**src/rtl/tmr_pkg.sv**
```systemverilog
package tmr_pkg;
    localparam int TMR_W  = 8;
    localparam int TMR_N  = 2;
    localparam int ADDR_W = 3;

    typedef enum logic [1:0] {
        SRC_TICK = 2'b00,
        SRC_CASC = 2'b01,
        SRC_NONE = 2'b10,
        SRC_RSVD = 2'b11
    } src_e;

    typedef enum logic {
        ST_COUNT = 1'b0,
        ST_ZERO  = 1'b1
    } tstate_e;

    localparam logic [1:0] OFS_BASE = 2'd0;
    localparam logic [1:0] OFS_MODE = 2'd1;
    localparam logic [1:0] OFS_ICTL = 2'd2;
    localparam logic [1:0] OFS_CNT  = 2'd3;
endpackage

```
**src/rtl/tmr_core.sv**
```systemverilog
module tmr_core #(
    parameter int W = tmr_pkg::TMR_W
) (
    input  logic          clk,
    input  logic          rst_n,
    input  logic          en,
    input  tmr_pkg::src_e sel,
    input  logic          tick_in,
    input  logic          casc_in,
    input  logic          ld,
    input  logic          wrap_full,
    input  logic [W-1:0]  base,
    output logic [W-1:0]  cnt_o,
    output logic          uf_evt,
    output logic          uflow_o
);
    import tmr_pkg::*;

    localparam logic [W-1:0] ONE = W'(1);

    tstate_e      state_q, state_d;
    logic [W-1:0] cnt_q, cnt_d;
    logic         step;

    // source selection
    always_comb begin
        unique case (sel)
            SRC_TICK: step = en & tick_in;
            SRC_CASC: step = en & casc_in;
            SRC_NONE: step = 1'b0;
            SRC_RSVD: step = 1'b0;
        endcase
    end

    // next count, next state and underflow event
    always_comb begin
        cnt_d  = cnt_q;
        uf_evt = 1'b0;
        if (ld) begin
            cnt_d = base;
        end else if (step) begin
            unique case (state_q)
                ST_ZERO: begin
                    uf_evt = 1'b1;
                    cnt_d  = wrap_full ? '1 : base;
                end
                ST_COUNT: cnt_d = cnt_q - ONE;
            endcase
        end
        state_d = (cnt_d == '0) ? ST_ZERO : ST_COUNT;
    end

    // state register
    always_ff @(posedge clk or negedge rst_n) begin
        if (!rst_n) state_q <= ST_ZERO;
        else        state_q <= state_d;
    end

    // outputs
    always_ff @(posedge clk or negedge rst_n) begin
        if (!rst_n) begin
            cnt_q   <= '0;
            uflow_o <= 1'b0;
        end else begin
            cnt_q   <= cnt_d;
            uflow_o <= uf_evt;
        end
    end

    assign cnt_o = cnt_q;
endmodule

```
**src/rtl/tmr_irq.sv**
```systemverilog
module tmr_irq (
    input  logic clk,
    input  logic rst_n,
    input  logic uf_evt,
    input  logic clr_req,
    input  logic ie,
    output logic req_o,
    output logic irq_o
);
    always_ff @(posedge clk or negedge rst_n) begin
        if (!rst_n)       req_o <= 1'b0;
        else if (uf_evt)  req_o <= 1'b1;
        else if (clr_req) req_o <= 1'b0;
    end

    assign irq_o = req_o & ie;
endmodule

```
**src/rtl/tmr_regs.sv**
```systemverilog
module tmr_regs #(
    parameter int W  = tmr_pkg::TMR_W,
    parameter int NT = tmr_pkg::TMR_N
) (
    input  logic                   clk,
    input  logic                   rst_n,
    input  logic [2:0]             bus_addr,
    input  logic [W-1:0]           bus_wdata,
    input  logic                   bus_we,
    output logic [W-1:0]           bus_rdata,
    input  logic [NT-1:0][W-1:0]   cnt_i,
    input  logic [NT-1:0]          req_i,
    input  logic [NT-1:0]          irq_i,
    output logic [NT-1:0]          en_o,
    output logic [NT-1:0][1:0]     sel_o,
    output logic [NT-1:0]          ld_o,
    output logic [NT-1:0][W-1:0]   base_o,
    output logic [NT-1:0]          ie_o,
    output logic [NT-1:0]          clr_o
);
    import tmr_pkg::*;

    localparam int EN_B  = W - 1;
    localparam int LD_B  = W - 2;
    localparam int IE_B  = W - 4;
    localparam int REQ_B = 1;

    logic [1:0]            ofs;
    logic                  tsel;
    logic [NT-1:0][2:0]    lvl_q;

    assign ofs  = bus_addr[1:0];
    assign tsel = bus_addr[2];

    for (genvar t = 0; t < NT; t++) begin : g_reg
        logic hit;
        assign hit = bus_we && (tsel == 1'(t));

        always_ff @(posedge clk or negedge rst_n) begin
            if (!rst_n) begin
                base_o[t] <= '0;
                en_o[t]   <= 1'b0;
                sel_o[t]  <= 2'b00;
                lvl_q[t]  <= 3'd0;
                ie_o[t]   <= 1'b0;
            end else if (hit) begin
                case (ofs)
                    OFS_BASE: base_o[t] <= bus_wdata;
                    OFS_MODE: begin
                        en_o[t] <= bus_wdata[EN_B];
                        if (!en_o[t]) sel_o[t] <= bus_wdata[1:0];
                    end
                    OFS_ICTL: begin
                        lvl_q[t] <= bus_wdata[W-1 -: 3];
                        ie_o[t]  <= bus_wdata[IE_B];
                    end
                    default: ;
                endcase
            end
        end

        assign ld_o[t]  = hit && (ofs == OFS_MODE) && bus_wdata[LD_B];
        assign clr_o[t] = hit && (ofs == OFS_ICTL) && !bus_wdata[REQ_B];
    end

    always_comb begin
        case (ofs)
            OFS_BASE: bus_rdata = base_o[tsel];
            OFS_MODE: bus_rdata = {en_o[tsel], {(W-3){1'b0}}, sel_o[tsel]};
            OFS_ICTL: bus_rdata = {lvl_q[tsel], ie_o[tsel], {(W-6){1'b0}},
                                   req_i[tsel], irq_i[tsel]};
            default:  bus_rdata = cnt_i[tsel];
        endcase
    end
endmodule

```
**src/rtl/reload_timer_pair.sv**
```systemverilog
module reload_timer_pair #(
    parameter int W = tmr_pkg::TMR_W
) (
    input  logic         clk,
    input  logic         rst_n,
    input  logic         tick_in,
    input  logic [2:0]   bus_addr,
    input  logic [W-1:0] bus_wdata,
    input  logic         bus_we,
    output logic [W-1:0] bus_rdata,
    output logic [1:0]   uflow_o,
    output logic [1:0]   irq_o
);
    import tmr_pkg::*;

    localparam int NT = TMR_N;

    logic [NT-1:0]          en_v, ld_v, ie_v, clr_v, uf_v, req_v, casc_v, wrap_v;
    logic [NT-1:0][1:0]     sel_v;
    logic [NT-1:0][W-1:0]   base_v, cnt_v;
    logic                   chain_on;

    tmr_regs #(.W(W), .NT(NT)) u_regs (
        .clk       (clk),
        .rst_n     (rst_n),
        .bus_addr  (bus_addr),
        .bus_wdata (bus_wdata),
        .bus_we    (bus_we),
        .bus_rdata (bus_rdata),
        .cnt_i     (cnt_v),
        .req_i     (req_v),
        .irq_i     (irq_o),
        .en_o      (en_v),
        .sel_o     (sel_v),
        .ld_o      (ld_v),
        .base_o    (base_v),
        .ie_o      (ie_v),
        .clr_o     (clr_v)
    );

    // upper timer chained onto the lower one
    assign chain_on  = en_v[1] && (sel_v[1] == SRC_CASC);
    assign casc_v[0] = 1'b0;
    assign casc_v[1] = uf_v[0];
    assign wrap_v[0] = chain_on && (cnt_v[1] != '0);
    assign wrap_v[1] = 1'b0;

    for (genvar t = 0; t < NT; t++) begin : g_tmr
        tmr_core #(.W(W)) u_core (
            .clk       (clk),
            .rst_n     (rst_n),
            .en        (en_v[t]),
            .sel       (src_e'(sel_v[t])),
            .tick_in   (tick_in),
            .casc_in   (casc_v[t]),
            .ld        (ld_v[t]),
            .wrap_full (wrap_v[t]),
            .base      (base_v[t]),
            .cnt_o     (cnt_v[t]),
            .uf_evt    (uf_v[t]),
            .uflow_o   (uflow_o[t])
        );

        tmr_irq u_irq (
            .clk     (clk),
            .rst_n   (rst_n),
            .uf_evt  (uf_v[t]),
            .clr_req (clr_v[t]),
            .ie      (ie_v[t]),
            .req_o   (req_v[t]),
            .irq_o   (irq_o[t])
        );
    end
endmodule

```
**config.mk**
```make
export PLATFORM = sky130hd
export DESIGN_NAME = reload_timer_pair
export DESIGN_NICKNAME = d
export VERILOG_FILES = /design/src/rtl/tmr_pkg.sv /design/src/rtl/tmr_core.sv /design/src/rtl/tmr_irq.sv /design/src/rtl/tmr_regs.sv /design/src/rtl/reload_timer_pair.sv
export SDC_FILE = /design/constraint.sdc
export NUM_CORES = 1
export LEC_CHECK = 0
export CORE_MARGIN = 1.5
export CORE_UTILIZATION = 35
export CTS_BUF_LIST = sky130_fd_sc_hd__clkbuf_8
export DETAILED_ROUTE_END_ITERATION = 6
export MAX_ROUTING_LAYER = met4
export PLACE_DENSITY = 0.5
export SYNTH_ARGS = -nofsm -noshare
export SYNTH_HDL_FRONTEND = slang
export SYNTH_SLANG_ARGS = --single-unit
```
**constraint.sdc**
```tcl
create_clock -name clk -period 2.1 [get_ports clk]
set_input_delay 0.42 -clock clk [delete_from_list [all_inputs] [get_ports clk]]
set_output_delay 0.42 -clock clk [all_outputs]
set_load 0.02 [all_outputs]
```
==> results.toml, run 1 <==
[layout]
fin_nets = 442
n_antenna_cell = 0
utilization_pct = 49.47
fill_cells = 844
syn_to_final_growth_pct = 38.24
drive_gt1_share_pct = 44.00

[sta]
rsz0062_at_grt = "yes"
fin_ws_ps = -5.294
slew_headroom_pct = 61.02
slew_violations = 0
clock.fmax_ghz = 0.4750
fin_crit_sh_pct = 100.3
finalCriticalPeriod_ps = 2105
setup_viol = 1
tightest_slew_ps = 580.2
skew_ps = 5.943
hold_violations = 0

[grt]
track_usage_pct = 21.52
grt_overflow = 0
grt_max_degree = 53
antenna_found_initial = 0
grt_pass1_wl_um = 15750
grt_pass1_vias = 2839

[detailed_routing]
wl_met2_um = 4650
wl_met3_um = 522
highest_layer = "met4"
drt_wl_total_um = 10090
avgViaCountPerCell = 5.493
routed-via-count = 2944
firstDrtPassIters = 5
wl_met1_um = 4814
drtIter0Drc = 130
wl_per_cell_um = 18.82
drtAntennaViolNets = 0
drc_errors = 0

[synthesis]
netlist_instances = 314
synthTopCellsByArea = "dfrtp_1, mux2_2, nor2_1, nand2_1, mux2i_1"
synth-edff-count = 0
syn_area_mm2 = 0.003276
synthesis.nets = 332
synth_top_area_share_pct = 38.20
synth_seq_area_share_pct = 39.80
ys_seq_elements = 52
synth_common_cells = "dfrtp_1, mux2_2, nor2_1"
ys.flop_type = "dfrtp_1"
syn_avg_cell_area_um2 = 10.43
async_flop_share_pct = 100.0
ys_warn_count = 0
synthMostInstantiatedCell = "dfrtp_1"
netlist-cell-type-count = 73
yosysTopAreaCell = "dfrtp_1"

[critical_path]
cpPeakStageDelay_ps = 530
cp.arrival_ps = 2330
ff2ff_path_depth = 7
crit_type = "in -> reg"
cp_slowest_cell = "clkdlybuf4s50_1"
crit-reg2reg-launch = "u_regs.en_o[0]"
crit_path_cell_trace = "clkdlybuf4s50_1, buf_4, a2111oi_4, buf_4, o2111ai_2, o221ai_2, nand4b_1, nor4b_2"
crit_top_cell = "buf_4"
r2r_end = "g_tmr[1].u_core.state_q"
rrSetupSlack_ps = 20
endpoint_kind = "flop"
cp_data_required_time_ps = 2330
critPathLaunchType = "primary input"
path_max_fanout = 7

[pwr]
finalPower_w = 0.004052
power_density_mw_per_mm2 = 894.9
irDropWorstVdd_mv = 0.3770
p_leak_nw = 2.015

[min_path]
min_path_type = "in -> async"

[clock_tree]
numCtsBuffers = 5
clock_sinks = 52
cts.clk_slew.worst_paths_ps = 100
clock_path_buffers = 2
clock_latency_ps = 310
cts_tree = "done"
root_buffer = "clkbuf_8"
cts_max_level = 2

[die]
dieArea_mm2 = 0.009948
start_util_pct = 35.79
die_x_um = 99.74
ios = 27
die_h_um = 99.74
core_area_mm2 = 0.009153
rows = 35

[status]
status = "complete, but fails checks"
violations = "negative setup slack"

[flow_run]
maxCapViolations = 0

[place]
place.gp.congestion = 0.8711
port_buffers = 26
dp_hpwl_um = 7599
[state kept, by name, indices dropped and copies added (netlist names)]
name and flops:
u_regs.ie_o 2, g_tmr.u_core.cnt_o 16, g_tmr.u_core.state_q 2, g_tmr.u_irq.req_o 2, u_regs.lvl_q 6, g_tmr.u_core.uflow_o 2, u_regs.sel_o 4, u_regs.en_o 2
u_regs.base_o 16
[area by class of cell]
class / instances / area (um^2) / area share [%]
inverters: 18 / 67.56 / 1.492
multi-input cells: 225 / 1887 / 41.67
clock inverters: 2 / 11.26 / 0.2487
repair buffers: 122 / 1035 / 22.85
clock buffers: 6 / 82.58 / 1.824
well taps: 111 / 138.9 / 3.067
flip-flops and latches: 52 / 1306 / 28.85
[cell families (layout without fill, tap and decap cells)]
logic type | after synthesis | count (layout) | synth area share, %
AOI/OAI and AO/OA | 74 | 74 | 17.42
buffers and inverters | 37 | 148 | 6.073
DFF | 52 | 52 | 39.80
and+or+nand+nor | 105 | 105 | 19.02
muxes | 43 | 43 | 16.54
adders and majority gates | 3 | 3 | 1.146
[layer usage]
metal,global-route usage (%),vias to the layer above
met4,4.334,0
met3,3.373,7
met1,30.78,1441
met5,-,-
li1,-,1406
met2,32.44,90
[layout by cell type, fill, tap and decap left out, types with 10 or more instances in the layout]
master	count
a21oi_1	10
clkdlybuf4s50_1	12
inv_1	19
dfrtp_1	48
o21ai_0	12
buf_4	89
nand2_1	23
nor2_1	24
mux2_2	30
[power by group]
group	switching [W]	internal [W]
Sequential	0.000270	0.00127
Clock	0.000347	0.000264
Combinational	0.000881	0.00102
Total	0.00150	0.00255
[through the flow]
step                      worst slack [ps]  TNS [ps]  hold slack (ps)  cells  cell area, um^2
after detailed placement            -748.3    -13300            441.5    517             4227
final                               -5.294    -5.294            91.79    536             4528
after CTS                            2.849         0            102.4    533             4456
after global placement              -726.8    -12360            441.7    517             4227
after floorplan                      24.34         0            124.4    314             3276
after global routing                -95.32    -215.0            116.1    536             4528
[worst max-delay path by stage]
stage,startpoint,to,slack (ps),depth (start not counted)
after floorplan,bus_addr[2],bus_rdata[0],20,6
after global placement,bus_addr[2],bus_rdata[0],-730,7
after detailed placement,bus_addr[2],bus_rdata[0],-750,7
after CTS,bus_wdata[6],g_tmr[1].u_core.state_q,3,8
after global routing,u_regs.sel_o[0],g_tmr[1].u_core.state_q,-100,7
final,bus_wdata[6],g_tmr[1].u_core.state_q,-5,8
[critical path, delay by kind of cell]
kind	cells	cell delay [ps]
buf+inv	3	890
simple gates	2	540
compound gates	3	480
[repair_timing]
action,CTS,global route
cloned,2,0
setup endpoints to repair,16,7
pin swaps,5,0
resized for setup,62,15
buffers inserted,6,3
hold buffers,0,0
No activity file was read; power rests on OpenSTA's default activity.
==> run 2, diff against run 1 <==
--- a/config.mk
+++ b/config.mk
@@ -5,6 +5,7 @@
 export SDC_FILE = /design/constraint.sdc
 export NUM_CORES = 1
 export LEC_CHECK = 0
+export CAP_MARGIN = 20
 export CORE_MARGIN = 1.5
 export CORE_UTILIZATION = 35
 export CTS_BUF_LIST = sky130_fd_sc_hd__clkbuf_8
==> results of run 2 <==
No change in the layout: final DEF, timing and power equal those of run 1.
